--- src/rtl/lps_pkg.sv ---
// Package lps_pkg
// Shared types and control-word field positions for the link port power
// sequencer. Assumes a 32-bit control word.
package lps_pkg;

    typedef enum logic [1:0] {
        ST_OFF    = 2'd0,
        ST_SETTLE = 2'd1,
        ST_ON     = 2'd2
    } lps_state_e;

    localparam int WORD_W     = 32;
    localparam int LANE_W     = 3;
    localparam int BIT_TX_EN  = 31;
    localparam int LANE_LSB   = 19;
    localparam int BIT_EFRAME = 18;
    localparam int BIT_PLL    = 14;
    localparam int BIT_CSYNC  = 11;
    localparam int BIT_AUTO   = 10;
    localparam int PAT_LSB    = 8;
    localparam int PAT_W      = 2;

    localparam logic [PAT_W-1:0] PAT_FIRST = 2'd0;

    localparam logic [1:0] PORT_A = 2'd0;
    localparam logic [1:0] PORT_B = 2'd1;
    localparam logic [1:0] PORT_C = 2'd2;

    // True for the supported lane counts.
    function automatic logic lane_count_ok(input logic [LANE_W-1:0] n);
        return (n == 3'd1) || (n == 3'd2) || (n == 3'd4);
    endfunction

endpackage

--- src/rtl/lps_share_rule.sv ---
// Module lps_share_rule
// Combinational rule for the lane-sharing bit between the second and third
// ports. Gives the value the bit should take for a power-up of the selected
// port, and flags when that change is blocked because a sharing port is live.
// Assumes the request has already been checked for a legal port code.
module lps_share_rule
    import lps_pkg::*;
(
    input  logic [1:0]        port_sel,
    input  logic [LANE_W-1:0] lane_cnt,
    input  logic              has_third,
    input  logic              cur_share,
    input  logic [1:0]        peer_active,
    output logic              tgt_share,
    output logic              change_blocked
);

    // Pick the target value of the sharing bit.
    always_comb begin
        tgt_share = cur_share;
        if (has_third) begin
            if (port_sel == PORT_C) begin
                tgt_share = 1'b1;
            end else if (port_sel == PORT_B) begin
                tgt_share = (lane_cnt <= 3'd2);
            end
        end
    end

    // A change is refused while either sharing port is live.
    always_comb begin
        change_blocked = (tgt_share != cur_share) && (peer_active != 2'b00);
    end

endmodule

--- src/rtl/lps_ctl_compose.sv ---
// Module lps_ctl_compose
// Builds the three candidate control words: the initial power-up word, the
// word after a power-down of either depth, and the word after a training
// write. Pure combinational; the sequencer picks one.
module lps_ctl_compose
    import lps_pkg::*;
(
    input  logic [WORD_W-1:0] cur_word,
    input  logic [LANE_W-1:0] lane_cnt,
    input  logic              has_csync,
    input  logic              down_deep,
    input  logic              train_tx_en,
    input  logic              train_auto,
    input  logic [PAT_W-1:0]  train_pat,
    output logic [WORD_W-1:0] up_word,
    output logic [WORD_W-1:0] down_word,
    output logic [WORD_W-1:0] train_word
);

    // Initial word: width, framing, PLL, optional composite sync, pattern 1.
    always_comb begin
        up_word                        = '0;
        up_word[LANE_LSB +: LANE_W]    = lane_cnt - 3'd1;
        up_word[BIT_EFRAME]            = 1'b1;
        up_word[BIT_PLL]               = 1'b1;
        up_word[BIT_CSYNC]             = has_csync;
        up_word[PAT_LSB +: PAT_W]      = PAT_FIRST;
    end

    // Teardown word: transmit and auto-train off, pattern 1, PLL off if deep.
    always_comb begin
        down_word                      = cur_word;
        down_word[BIT_TX_EN]           = 1'b0;
        down_word[BIT_AUTO]            = 1'b0;
        down_word[PAT_LSB +: PAT_W]    = PAT_FIRST;
        if (down_deep) begin
            down_word[BIT_PLL]         = 1'b0;
        end
    end

    // Training write: only the fields the training engine owns.
    always_comb begin
        train_word                     = cur_word;
        train_word[BIT_TX_EN]          = train_tx_en;
        train_word[BIT_AUTO]           = train_auto;
        train_word[PAT_LSB +: PAT_W]   = train_pat;
    end

endmodule

--- src/rtl/lps_settle_timer.sv ---
// Module lps_settle_timer
// Counts LIMIT cycles after a start strobe and raises done for one cycle in
// the last counted cycle. An abort stops the count. Assumes LIMIT >= 1.
module lps_settle_timer #(
    parameter int LIMIT = 5000
) (
    input  logic clk,
    input  logic rst_n,
    input  logic start,
    input  logic abort,
    output logic done
);

    localparam int CW = $clog2(LIMIT + 1);
    localparam logic [CW-1:0] LAST_V = CW'(LIMIT - 1);

    logic          running;
    logic [CW-1:0] cnt;

    // Run the settle counter from start until done or abort.
    always_ff @(posedge clk) begin
        if (!rst_n) begin
            running <= 1'b0;
            cnt     <= '0;
        end else if (start) begin
            running <= 1'b1;
            cnt     <= '0;
        end else if (abort || done) begin
            running <= 1'b0;
            cnt     <= '0;
        end else if (running) begin
            cnt     <= cnt + 1'b1;
        end
    end

    // Done in the final counted cycle.
    always_comb begin
        done = running && (cnt == LAST_V);
    end

    // the settle end is a single-cycle event.
    assert_done_single_R3: assert property (@(posedge clk) disable iff (!rst_n)
        done |=> !done);

endmodule

--- src/rtl/lps_sequencer.sv ---
// Module lps_sequencer
// Power sequencer for one display link transmit port. Validates power-up
// requests, applies the lane-sharing rule, loads the initial control word,
// waits SETTLE_US microseconds, then reports ready. Tears the port down at
// one of two depths on request. Assumes single-cycle request strobes and a
// clock of CLK_MHZ megahertz.
module lps_sequencer
    import lps_pkg::*;
#(
    parameter int SETTLE_US = 100,
    parameter int CLK_MHZ   = 50
) (
    input  logic              clk,
    input  logic              rst_n,
    input  logic              up_req,
    input  logic              down_req,
    input  logic              down_deep,
    input  logic [1:0]        port_sel,
    input  logic [2:0]        lane_cnt,
    input  logic              has_third,
    input  logic              has_csync,
    input  logic [1:0]        peer_active,
    input  logic              train_wr,
    input  logic              train_tx_en,
    input  logic              train_auto,
    input  logic [1:0]        train_pat,
    output logic [31:0]       ctl_word,
    output logic              share_bit,
    output logic              ready,
    output logic              rx_off_req,
    output logic              rx_clk_off_req,
    output logic              err
);

    localparam int SETTLE_CYCLES = SETTLE_US * CLK_MHZ;

    lps_state_e        state;
    logic              tgt_share;
    logic              change_blocked;
    logic              req_legal;
    logic              up_accept;
    logic              down_accept;
    logic              tmr_done;
    logic [WORD_W-1:0] up_word;
    logic [WORD_W-1:0] down_word;
    logic [WORD_W-1:0] train_word;

    lps_share_rule u_share (
        .port_sel       (port_sel),
        .lane_cnt       (lane_cnt),
        .has_third      (has_third),
        .cur_share      (share_bit),
        .peer_active    (peer_active),
        .tgt_share      (tgt_share),
        .change_blocked (change_blocked)
    );

    lps_ctl_compose u_compose (
        .cur_word    (ctl_word),
        .lane_cnt    (lane_cnt),
        .has_csync   (has_csync),
        .down_deep   (down_deep),
        .train_tx_en (train_tx_en),
        .train_auto  (train_auto),
        .train_pat   (train_pat),
        .up_word     (up_word),
        .down_word   (down_word),
        .train_word  (train_word)
    );

    lps_settle_timer #(
        .LIMIT (SETTLE_CYCLES)
    ) u_timer (
        .clk   (clk),
        .rst_n (rst_n),
        .start (up_accept),
        .abort (down_accept),
        .done  (tmr_done)
    );

    // Decide whether a power-up or power-down request is taken this cycle.
    always_comb begin
        req_legal   = lane_count_ok(lane_cnt) && (port_sel != 2'd3) &&
                      !((port_sel == PORT_C) && !has_third);
        up_accept   = (state == ST_OFF) && up_req && req_legal && !change_blocked;
        down_accept = (state != ST_OFF) && down_req;
    end

    // Main sequencer: state, control word, sharing bit and request pulses.
    always_ff @(posedge clk) begin
        if (!rst_n) begin
            state          <= ST_OFF;
            ctl_word       <= '0;
            share_bit      <= 1'b0;
            rx_off_req     <= 1'b0;
            rx_clk_off_req <= 1'b0;
            err            <= 1'b0;
        end else begin
            rx_off_req     <= 1'b0;
            rx_clk_off_req <= 1'b0;
            err            <= 1'b0;
            if (down_accept) begin
                ctl_word       <= down_word;
                rx_off_req     <= 1'b1;
                rx_clk_off_req <= down_deep;
                state          <= ST_OFF;
            end else begin
                case (state)
                    ST_OFF: begin
                        if (up_accept) begin
                            ctl_word  <= up_word;
                            share_bit <= tgt_share;
                            state     <= ST_SETTLE;
                        end else if (up_req) begin
                            err       <= 1'b1;
                        end
                    end
                    ST_SETTLE: begin
                        if (tmr_done) begin
                            state <= ST_ON;
                        end
                    end
                    ST_ON: begin
                        if (train_wr) begin
                            ctl_word <= train_word;
                        end
                    end
                    default: state <= ST_OFF;
                endcase
            end
        end
    end

    // Ready reflects the settled state.
    always_comb begin
        ready = (state == ST_ON);
    end

    // clock-off is only requested together with receiver-off.
    assert_clkoff_pair_R10: assert property (@(posedge clk) disable iff (!rst_n)
        rx_clk_off_req |-> rx_off_req);

    // a deep teardown leaves the PLL bit clear.
    assert_deep_pll_R10: assert property (@(posedge clk) disable iff (!rst_n)
        rx_clk_off_req |-> !ctl_word[BIT_PLL]);

    // receiver-off is a one-cycle pulse.
    assert_rxoff_pulse_R9: assert property (@(posedge clk) disable iff (!rst_n)
        rx_off_req |=> !rx_off_req);

    // after teardown, transmit and auto-train are off and pattern is 1.
    assert_down_quiet_R9: assert property (@(posedge clk) disable iff (!rst_n)
        rx_off_req |-> (!ctl_word[BIT_TX_EN] && !ctl_word[BIT_AUTO] &&
                        ctl_word[PAT_LSB +: PAT_W] == PAT_FIRST && !ready));

    // the sharing bit never moves while a sharing port was live.
    assert_share_frozen_R6: assert property (@(posedge clk) disable iff (!rst_n)
        (share_bit != $past(share_bit)) |-> ($past(peer_active) == 2'b00));

    // an error follows a power-up strobe and leaves the word untouched.
    assert_err_refusal_R7: assert property (@(posedge clk) disable iff (!rst_n)
        err |-> ($past(up_req) && $stable(ctl_word)));

    // a ready port always has its PLL running.
    assert_ready_pll_R3: assert property (@(posedge clk) disable iff (!rst_n)
        ready |-> ctl_word[BIT_PLL]);

endmodule

--- config.mk ---
export PLATFORM = sky130hd
export DESIGN_NAME = lps_sequencer
export DESIGN_NICKNAME = d
export VERILOG_FILES = /design/src/rtl/lps_pkg.sv /design/src/rtl/lps_share_rule.sv /design/src/rtl/lps_ctl_compose.sv /design/src/rtl/lps_settle_timer.sv /design/src/rtl/lps_sequencer.sv
export SDC_FILE = /design/constraint.sdc
export NUM_CORES = 1
export LEC_CHECK = 0
export BUFFER_PORTS_ARGS = -buffer_cell sky130_fd_sc_hd__buf_2
export CORE_ASPECT_RATIO = 1.25
export CORE_MARGIN = 3
export CORE_UTILIZATION = 49
export CTS_CLUSTER_DIAMETER = 60
export DETAILED_ROUTE_END_ITERATION = 16
export GPL_TIMING_DRIVEN = 1
export PLACE_DENSITY = 0.82
export SYNTH_ARGS = -nofsm -noshare
export SYNTH_HDL_FRONTEND = slang
export SYNTH_SLANG_ARGS = --single-unit
export TNS_END_PERCENT = 20
--- constraint.sdc ---
create_clock -name clk -period 1.7 [get_ports clk]
set_input_delay 0.255 -clock clk [delete_from_list [all_inputs] [get_ports clk]]
set_output_delay 0.255 -clock clk [all_outputs]
set_load 0.05 [all_outputs]
==> impl_metrics.csv, run 1 <==
group,metric,value,unit
floorplanning,die_y,70.4,um
critical_path,critical_path_arrival,1.31,ns
cells_and_area,finalNonFillerCells,254,
critical_path,cp_cell_sequence,"nor2b_2 -> buf_2",
routing,drc,0,
cells_and_area,nets,241,
synthesis,yosys-top-cells-area,"dfxtp_1, buf_4, nor3_1",
critical_path,critPathMaxStageDelay,0.44,ns
sta,skew,0.0121,ns
placement,place_inst,246,
sta,finalHoldViolations,0,
synthesis,ys.warnings.count,0,
clock_tree,path_clk_slew,0.10,ns
synthesis,ys_types,37,
floorplanning,io_pins,56,
global_routing,grtUsageMet1,0.160,
global_routing,grt_max_degree,25,
global_routing,grt_most_used_layer,"met2",
placement,gp_congestion,0.802,
critical_path,reg2reg_slack,0.22,ns
synthesis,yosysTopAreaCell,"dfxtp_1",
clock_tree,clock-sinks,30,
placement,place_area,1750,um^2
critical_path,worst_setup_path_end_kind,"output pin",
run_status,status,"completed",
cells_and_area,drive_gt1_frac,0.243,
clock_tree,cts_buffers,5,
routing,finalWirelength,2980,um
critical_path,crit-reg2reg-launch,"u_timer.cnt[0]",
hold_path,min_from,"train_pat[0]",
sta,finalSetupViolCount,0,
global_routing,use_met3,0.0647,
sta,fin_hold_ws,0.119,ns
routing,routedWlPerCell,11.7,um
sta,fin_crit_sh,0.918,
clock_tree,post-cts-setup-buffers,0,
clock_tree,cts_hold_buf,0,
sta,clock.fmax,641,MHz
cells_and_area,area_delta_synth_final,12.8,%
floorplanning,dieArea,4050,um^2
synthesis,seq_area_frac_synth,0.370,
floorplanning,fp.dieW,57.5,um
placement,dp_hpwl,2330,um
sta,period_minus_slack,1.56,ns
cells_and_area,layout_common_cells,"buf_2, dfxtp_1, conb_1",
synthesis,yosysTopAreaCellShare,0.370,
cells_and_area,diodes,0,
routing,ant_nets,0,
sta,slew_viol_final,0,
synthesis,synth_seq_cells,30,
critical_path,r2r-end,"u_timer.cnt[4]",
synthesis,syn_area_per_cell,9.03,um^2
cells_and_area,final_common_cell,"buf_2",
routing,vias_per_cell,5.02,
pwr,power_density,846,nW/um^2
hold_path,whs_path_depth,2,
placement,io_buffers,33,
global_routing,grt_pass1_vias,1186,
floorplanning,initial_core_util,0.532,
global_routing,use_met2,0.263,
critical_path,cp_max_fo,5,
clock_tree,clockBufferDepth,2,
global_routing,grt-ovfl-total,0,
synthesis,synth_cells,180,
cells_and_area,fillCellCount,283,
cells_and_area,stdcell_area,1830,um^2
synthesis,async_flop_share,0,
critical_path,startpoint_type,"register",
synthesis,synth-main-ff-cell,"dfxtp_1",
global_routing,grt_pass1_wl,4870,um
pwr,fin_total_pwr,0.00155,W
critical_path,required,1.44,ns
job,maxCapViolCount,0,
pwr,irDropWorstVdd,0.680,mV
routing,dr.pass1.iters,4,
floorplanning,coreArea,3060,um^2
routing,dr_total_vias,1275,
synthesis,syn_area,1630,um^2
clock_tree,cts.htree.levels,2,
global_routing,antenna_found_initial,0,
synthesis,synth-edff-count,0,
critical_path,worstRegToRegCells,6,
floorplanning,row_count,22,
clock_tree,clk_latency,0.33,ns
hold_path,min_path_type,"in -> reg",
critical_path,worstSetupPathType,"reg -> out",
pwr,leakagePower,0.804,nW
clock_tree,tritoncts,"yes",
critical_path,critPathSlowestCell,"dfxtp_1",
sta,tns,0,ns
global_routing,grt_use_total,0.154,
sta,rsz0062_at_grt,"false",
routing,first_iter_violations,31,
hold_path,hold_path_end,"ctl_word[8]",
clock_tree,clock-root-buffer,"clkbuf_4",
[worst max-delay path by stage]
stage | slack, ns | to | start
floorplan | 0.12 | ctl_word[18] | share_bit
global placement | 0.06 | ctl_word[20] | lane_cnt[0]
detailed placement | 0.004 | ctl_word[11] | lane_cnt[0]
CTS | 0.11 | ready | state[1]
global route | 0.03 | ready | state[1]
finish | 0.14 | ready | state[1]
[cell families after synthesis]
group / Yosys count / share of synthesized area
mux: 6 / 0.0370
flops: 30 / 0.370
buf+inv: 36 / 0.150
other cells: 1 / 0.00231
xor+xnor: 13 / 0.0701
fa+ha+maj: 5 / 0.0385
simple gates: 70 / 0.220
compound gates: 19 / 0.112
[per-stage QoR]
stage	worst slack, ns	util
after floorplan	0.121	-
after global placement	0.0571	0.574
after detailed placement	0.00388	0.574
after CTS	0.110	0.599
after global routing	0.0337	0.600
final	0.140	0.600
[routing by layer]
metal  share of wire  vias to the layer above
li1                -                      649
met1            0.39                      578
met2            0.52                       44
met3           0.078                        4
met4           0.011                        0
met5               0                        -
[cell usage after synthesis (2+ instances only)]
cell type  count
and2b_2        2
and3_1         4
buf_2          2
buf_4         22
buf_6          3
clkbuf_1       2
dfxtp_1       30
ha_1           5
inv_1          6
mux2i_1        6
nand2_1       18
nand2b_1       5
nand3_1        7
nand4_1        3
nor2_1         6
nor2b_1        3
nor3_1        17
nor4_1         2
o2111ai_1      2
o21a_1         4
o2bb2ai_1      4
xnor2_1        8
xor2_1         5
[worst max-delay path: cells and delay by family (launching register included)]
kind / cells / cell delay (ns)
simple gates: 1 / 0.24
flops: 1 / 0.44
buf+inv: 1 / 0.29
[flip-flops by register name, indices dropped and copies added (netlist names)]
name	count
u_timer.running	1
rx_off_req	1
share_bit	1
u_timer.cnt	13
rx_clk_off_req	1
state	2
err	1
ctl_word	10
[timing repair]
item                                    in CTS  in global routing
endpoints found under the hold margin        0                  0
endpoints found under the setup margin       0                  8
gates resized for setup                      0                  1
[layout make-up]
cell class	instances	area, um^2	share of cell area
timing repair buffer	39	223	0.122
inverter	6	22.5	0.0123
tap	36	45.0	0.0246
clock buffer	5	37.5	0.0205
multi-input combinational	135	865	0.472
sequential	30	601	0.328
clock inverter	3	40.0	0.0218
[report_power, final]
group | internal [W] | switching, W | leakage, nW
clock network | 0.000304 | 0.000246 | 0.0450
registers | 0.000716 | 0.0000108 | 0.243
logic | 0.0000678 | 0.000205 | 0.516
total | 0.00109 | 0.000462 | 0.804
(Power assumes the default switching activity.)
==> inputs of run 2 (changes only) <==
--- a/config.mk
+++ b/config.mk
@@ -5,14 +5,14 @@
 export SDC_FILE = /design/constraint.sdc
 export NUM_CORES = 1
 export LEC_CHECK = 0
-export BUFFER_PORTS_ARGS = -buffer_cell sky130_fd_sc_hd__buf_2
 export CORE_ASPECT_RATIO = 1.25
 export CORE_MARGIN = 3
-export CORE_UTILIZATION = 49
+export CORE_UTILIZATION = 56
 export CTS_CLUSTER_DIAMETER = 60
 export DETAILED_ROUTE_END_ITERATION = 16
+export DONT_BUFFER_PORTS = 1
 export GPL_TIMING_DRIVEN = 1
-export PLACE_DENSITY = 0.82
+export PLACE_DENSITY = 0.78
 export SYNTH_ARGS = -nofsm -noshare
 export SYNTH_HDL_FRONTEND = slang
 export SYNTH_SLANG_ARGS = --single-unit
==> constraint.sdc (replaced) <==
create_clock -name clk -period 1.4 [get_ports clk]
set_input_delay 0.21 -clock clk [delete_from_list [all_inputs] [get_ports clk]]
set_output_delay 0.21 -clock clk [all_outputs]
set_load 0.05 [all_outputs]
==> impl_metrics.csv, run 2 (synthesized netlist as in run 1, its figures left out) <==
group,metric,value,unit
global_routing,grt_pass1_vias,1225,
floorplanning,coreArea,2730,um^2
routing,drc,0,
critical_path,cp_max_fo,11,
floorplanning,initial_core_util,0.595,
global_routing,grt_max_degree,16,
cells_and_area,area_delta_synth_final,22.2,%
cells_and_area,final_common_cell,"dfxtp_1",
pwr,seqPwrFrac,0.518,
sta,clock.fmax,719,MHz
placement,io_buffers,0,
critical_path,critPathSlowestCell,"dfxtp_2",
cells_and_area,diodes,0,
hold_path,whs_path_depth,2,
floorplanning,io_pins,56,
cells_and_area,finalNonFillerCells,244,
global_routing,grt-ovfl-total,0,
run_status,status,"completed",
sta,rsz0062_at_grt,"true",
pwr,fin_total_pwr,0.00176,W
clock_tree,cts_buffers,5,
critical_path,startpoint_type,"register",
critical_path,critPathMaxStageDelay,0.35,ns
clock_tree,clock-sinks,30,
global_routing,grt_pass1_wl,5140,um
critical_path,reg2reg_slack,0.009,ns
cells_and_area,nets,233,
sta,slew_headroom,0.651,
sta,period_minus_slack,1.39,ns
routing,routedWlPerCell,15.2,um
floorplanning,die_y,66.2,um
critical_path,worst_setup_path_end_kind,"register",
pwr,p_int,0.00120,W
pwr,irDropWorstVdd,0.739,mV
sta,setup_ws,0.00906,ns
sta,finalSetupViolCount,0,
critical_path,worstSetupPathType,"reg -> reg",
clock_tree,tritoncts,"yes",
placement,gp_congestion,0.820,
routing,dr.pass1.iters,6,
hold_path,min_path_type,"in -> reg",
sta,worst_pin_slew,0.523,ns
cells_and_area,top_register,"u_timer.cnt",
sta,fin_hold_ws,0.0165,ns
placement,place_inst,226,
routing,vias_per_cell,5.44,
pwr,pwr-share-comb,0.177,
clock_tree,path_clk_slew,0.10,ns
cells_and_area,drive_gt1_frac,0.305,
sta,finalHoldViolations,0,
critical_path,critical_path_arrival,1.61,ns
global_routing,antenna_found_initial,0,
routing,ant_nets,0,
cells_and_area,reg_top3,"u_timer.cnt (13), ctl_word (10), state (2)",
routing,first_iter_violations,55,
placement,dp_hpwl,2320,um
routing,dr_total_vias,1328,
critical_path,worstRegToRegCells,4,
pwr,p_sw_frac,0.317,
clock_tree,clk_latency,0.34,ns
global_routing,grt_use_total,0.197,
routing,finalWirelength,3710,um
clock_tree,cts.htree.levels,2,
job,maxCapViolCount,0,
pwr,p_sw,0.000559,W
pwr,power_density,886,nW/um^2
clock_tree,clock-root-buffer,"clkbuf_4",
clock_tree,clockBufferDepth,2,
critical_path,required,1.62,ns
sta,fin_crit_sh,0.994,
sta,slew_viol_final,0,
cells_and_area,layout_common_cells,"dfxtp_1, conb_1, buf_4",
floorplanning,row_count,21,
pwr,p_clk_frac,0.305,
floorplanning,fp.dieW,54.2,um
floorplanning,dieArea,3590,um^2
critical_path,cp_cell_sequence,"a2111oi_4 -> o2111a_2 -> buf_4 -> nor3_1",
pwr,leakagePower,0.791,nW
placement,place_ws,-0.0381,ns
sta,skew,0.0152,ns
cells_and_area,largest_register_ffs,13,
## run 2: cell count changes in the layout (fill, tap and decap cells not counted), moves of 3 or more
cell	before	now
nor3_1	17	6
dfxtp_2	0	5
buf_4	5	19
buf_6	0	3
dfxtp_1	30	25
dlygate4sd3_1	0	8
buf_2	33	0
nor3_2	0	10
## run 2: worst paths after layout
| kind | start | endpoint |
|---|---|---|
| max | state[0] | u_timer.cnt[4] |
| min | rst_n | ctl_word[21] |
| max reg2reg | state[0] | u_timer.cnt[4] |
| min reg2reg | u_timer.cnt[12] | u_timer.cnt[12] |
## run 2: routing by layer
metal / wire length (um) / up-vias / track usage
li1: - / 633 / -
met1: 1330 / 642 / 0.206
met2: 2060 / 42 / 0.335
met3: 210 / 11 / 0.0722
met4: 104 / 0 / 0.0935
met5: 0 / - / 0
## run 2: power groups by stage
stage	clock network (W)	registers, W	logic [W]
after floorplan	0	0.000936	0.000280
after detailed placement	0	0.000930	0.000264
after global routing	0.000591	0.000915	0.000330
after CTS	0.000545	0.000911	0.000284
final	0.000537	0.000912	0.000312
after global placement	0	0.000930	0.000258
## run 2: worst max-delay path, delay by kind of cell, from the launching register on
| kind | cells | cell delay [ns] |
|---|---|---|
| buf+inv | 1 | 0.22 |
| simple gates | 1 | 0.08 |
| compound gates | 2 | 0.61 |
| flops | 1 | 0.35 |
## run 2: through the flow
step | utilization | area [um^2] | TNS [ns]
floorplan | - | 1720 | 0
global placement | 0.620 | 1690 | 0
detailed placement | 0.620 | 1690 | -0.137
CTS | 0.675 | 1850 | 0
global route | 0.727 | 1990 | -0.395
finish | 0.727 | 1990 | 0
## run 2: what timing repair did
item | in CTS | in global routing
endpoints found under the hold margin | 9 | 3
pin swaps | 1 | 4
setup endpoints to repair | 13 | 23
buffers inserted | 0 | 2
hold buffers | 6 | 2
resized for setup | 9 | 25
## run 2: cell type report
class	instances	area (um^2)
clock buffer	7	55.1
clock inverter	1	5.00
multi-input combinational	135	983
tap	34	42.5
timing repair buffer	31	272
fill	183	746
sequential	30	607
inverter	6	22.5
==> inputs of run 3 (changes only) <==
==> constraint.sdc (replaced) <==
create_clock -name clk -period 1.4 [get_ports clk]
set_input_delay 0.07 -clock clk [delete_from_list [all_inputs] [get_ports clk]]
set_output_delay 0.07 -clock clk [all_outputs]
set_load 0.05 [all_outputs]
==> impl_metrics.csv, run 3 (synthesized netlist as in run 1, its figures left out) <==
group,metric,value,unit
placement,dp_hpwl,2320,um
critical_path,cp_max_fo,12,
sta,clock.fmax,708,MHz
cells_and_area,largest_register_ffs,13,
cells_and_area,finalNonFillerCells,249,
floorplanning,row_count,21,
cells_and_area,area_delta_synth_final,26.0,%
floorplanning,fp.dieW,54.2,um
clock_tree,clock-sinks,30,
sta,finalHoldViolations,0,
placement,gp_congestion,0.815,
routing,ant_nets,0,
cells_and_area,final_core_util,0.750,
floorplanning,coreArea,2730,um^2
placement,place_area,1710,um^2
critical_path,required,1.63,ns
routing,vias_per_cell,5.37,
hold_path,min_path_type,"in -> reg",
critical_path,reg2reg_slack,-0.01,ns
sta,finalSetupViolCount,6,
cells_and_area,reg_top3,"u_timer.cnt (13), ctl_word (10), state (2)",
critical_path,critPathMaxStageDelay,0.36,ns
pwr,pwr-share-comb,0.183,
global_routing,grt_max_degree,18,
pwr,power_density,955,nW/um^2
global_routing,antenna_found_initial,0,
cells_and_area,top_register,"u_timer.cnt",
clock_tree,clockBufferDepth,2,
global_routing,grt-ovfl-total,0,
placement,place_inst,227,
floorplanning,initial_core_util,0.595,
critical_path,critical_path_arrival,1.65,ns
pwr,p_int,0.00140,W
sta,rsz0062_at_grt,"true",
sta,fin_crit_sh,1.01,
sta,slew_viol_final,0,
global_routing,grt_use_total,0.223,
sta,skew,0.0150,ns
pwr,p_sw,0.000561,W
floorplanning,io_pins,56,
global_routing,grt_pass1_wl,5600,um
critical_path,cp_cell_sequence,"a2111oi_4 -> o2111a_2 -> buf_12 -> buf_16 -> o2bb2ai_1",
pwr,irDropWorstVdd,1.15,mV
floorplanning,dieArea,3590,um^2
pwr,p_clk_frac,0.361,
critical_path,startpoint_type,"register",
clock_tree,clk_latency,0.34,ns
pwr,seqPwrFrac,0.456,
placement,io_buffers,0,
sta,setup_ws,-0.0121,ns
clock_tree,tritoncts,"yes",
critical_path,critPathSlowestCell,"dfxtp_2",
routing,first_iter_violations,22,
cells_and_area,layout_common_cells,"dfxtp_1, buf_4, conb_1",
routing,drc,0,
cells_and_area,nets,239,
cells_and_area,drive_gt1_frac,0.274,
clock_tree,clock-root-buffer,"clkbuf_4",
cells_and_area,diodes,0,
routing,dr_total_vias,1336,
cells_and_area,stdcell_area,2050,um^2
clock_tree,cts.htree.levels,2,
sta,period_minus_slack,1.41,ns
routing,dr.pass1.iters,4,
clock_tree,cts_buffers,5,
run_status,status,"finished with violations",
global_routing,grt_pass1_vias,1303,
pwr,p_sw_frac,0.287,
run_status,violations,"negative setup slack",
cells_and_area,fillCellCount,161,
pwr,fin_total_pwr,0.00196,W
sta,worst_pin_slew,0.616,ns
clock_tree,path_clk_slew,0.09,ns
floorplanning,die_y,66.2,um
critical_path,worst_setup_path_end_kind,"register",
routing,finalWirelength,3700,um
sta,slew_headroom,0.588,
sta,tns,-0.0407,ns
job,maxCapViolCount,0,
critical_path,worstSetupPathType,"reg -> reg",
routing,routedWlPerCell,14.8,um
cells_and_area,final_common_cell,"dfxtp_1",
pwr,leakagePower,0.823,nW
## run 3: power by group through the flow
stage	clock, W	sequential (W)	combinational (W)
2_1_floorplan	0	0.000936	0.000279
3_3_place_gp	0	0.000909	0.000287
3_5_place_dp	0	0.000910	0.000293
4_1_cts	0.000712	0.000891	0.000343
5_1_grt	0.000747	0.000895	0.000380
6_report	0.000707	0.000892	0.000357
## run 3: critical path, delay by kind of cell, from the launching register on
family,cells,cell delay [ns]
flip-flops,1,0.36
buffers and inverters,2,0.25
AO/OA/AOI/OAI,3,0.70
## run 3: metrics by stage
step | worst slack, ns | hold slack (ns)
finish | -0.0121 | 0.0217
global route | -0.0793 | 0.0378
CTS | -0.0194 | 0.00656
detailed placement | -0.0317 | 0.182
global placement | 0.0203 | 0.185
floorplan | 0.0262 | 0.187
## run 3: final timing paths
kind | startpoint | endpoint | cells past startpoint
setup reg to reg | state[1] | ctl_word[31] | 5
hold reg to reg | ctl_word[21] | ctl_word[21] | 2
setup / recovery | state[1] | ctl_word[31] | 5
hold / removal | train_wr | ctl_word[10] | 3
## run 3: repair_timing
item / 4_1_cts / 5_1_grt
pin swaps: 2 / 4
hold buffers: 10 / 0
endpoints found under the hold margin: 16 / 0
setup endpoints to repair: 19 / 25
gates resized for setup: 7 / 16
buffers inserted: 2 / 2
gates cloned: 1 / 0
## run 3: final cells by class
cell class | count | area, um^2 | share of cell area
Multi-Input combinational cell | 135 | 943 | 0.461
Sequential cell | 30 | 607 | 0.296
Timing Repair Buffer | 37 | 352 | 0.172
Clock buffer | 6 | 51.3 | 0.0250
Tap cell | 34 | 42.5 | 0.0208
Clock inverter | 1 | 30.0 | 0.0147
Inverter | 6 | 22.5 | 0.0110
## run 3: metal layers
layer	track usage	part of all wire
met1	0.208	0.35
met2	0.392	0.56
met3	0.0745	0.052
met4	0.150	0.034
met5	0	0
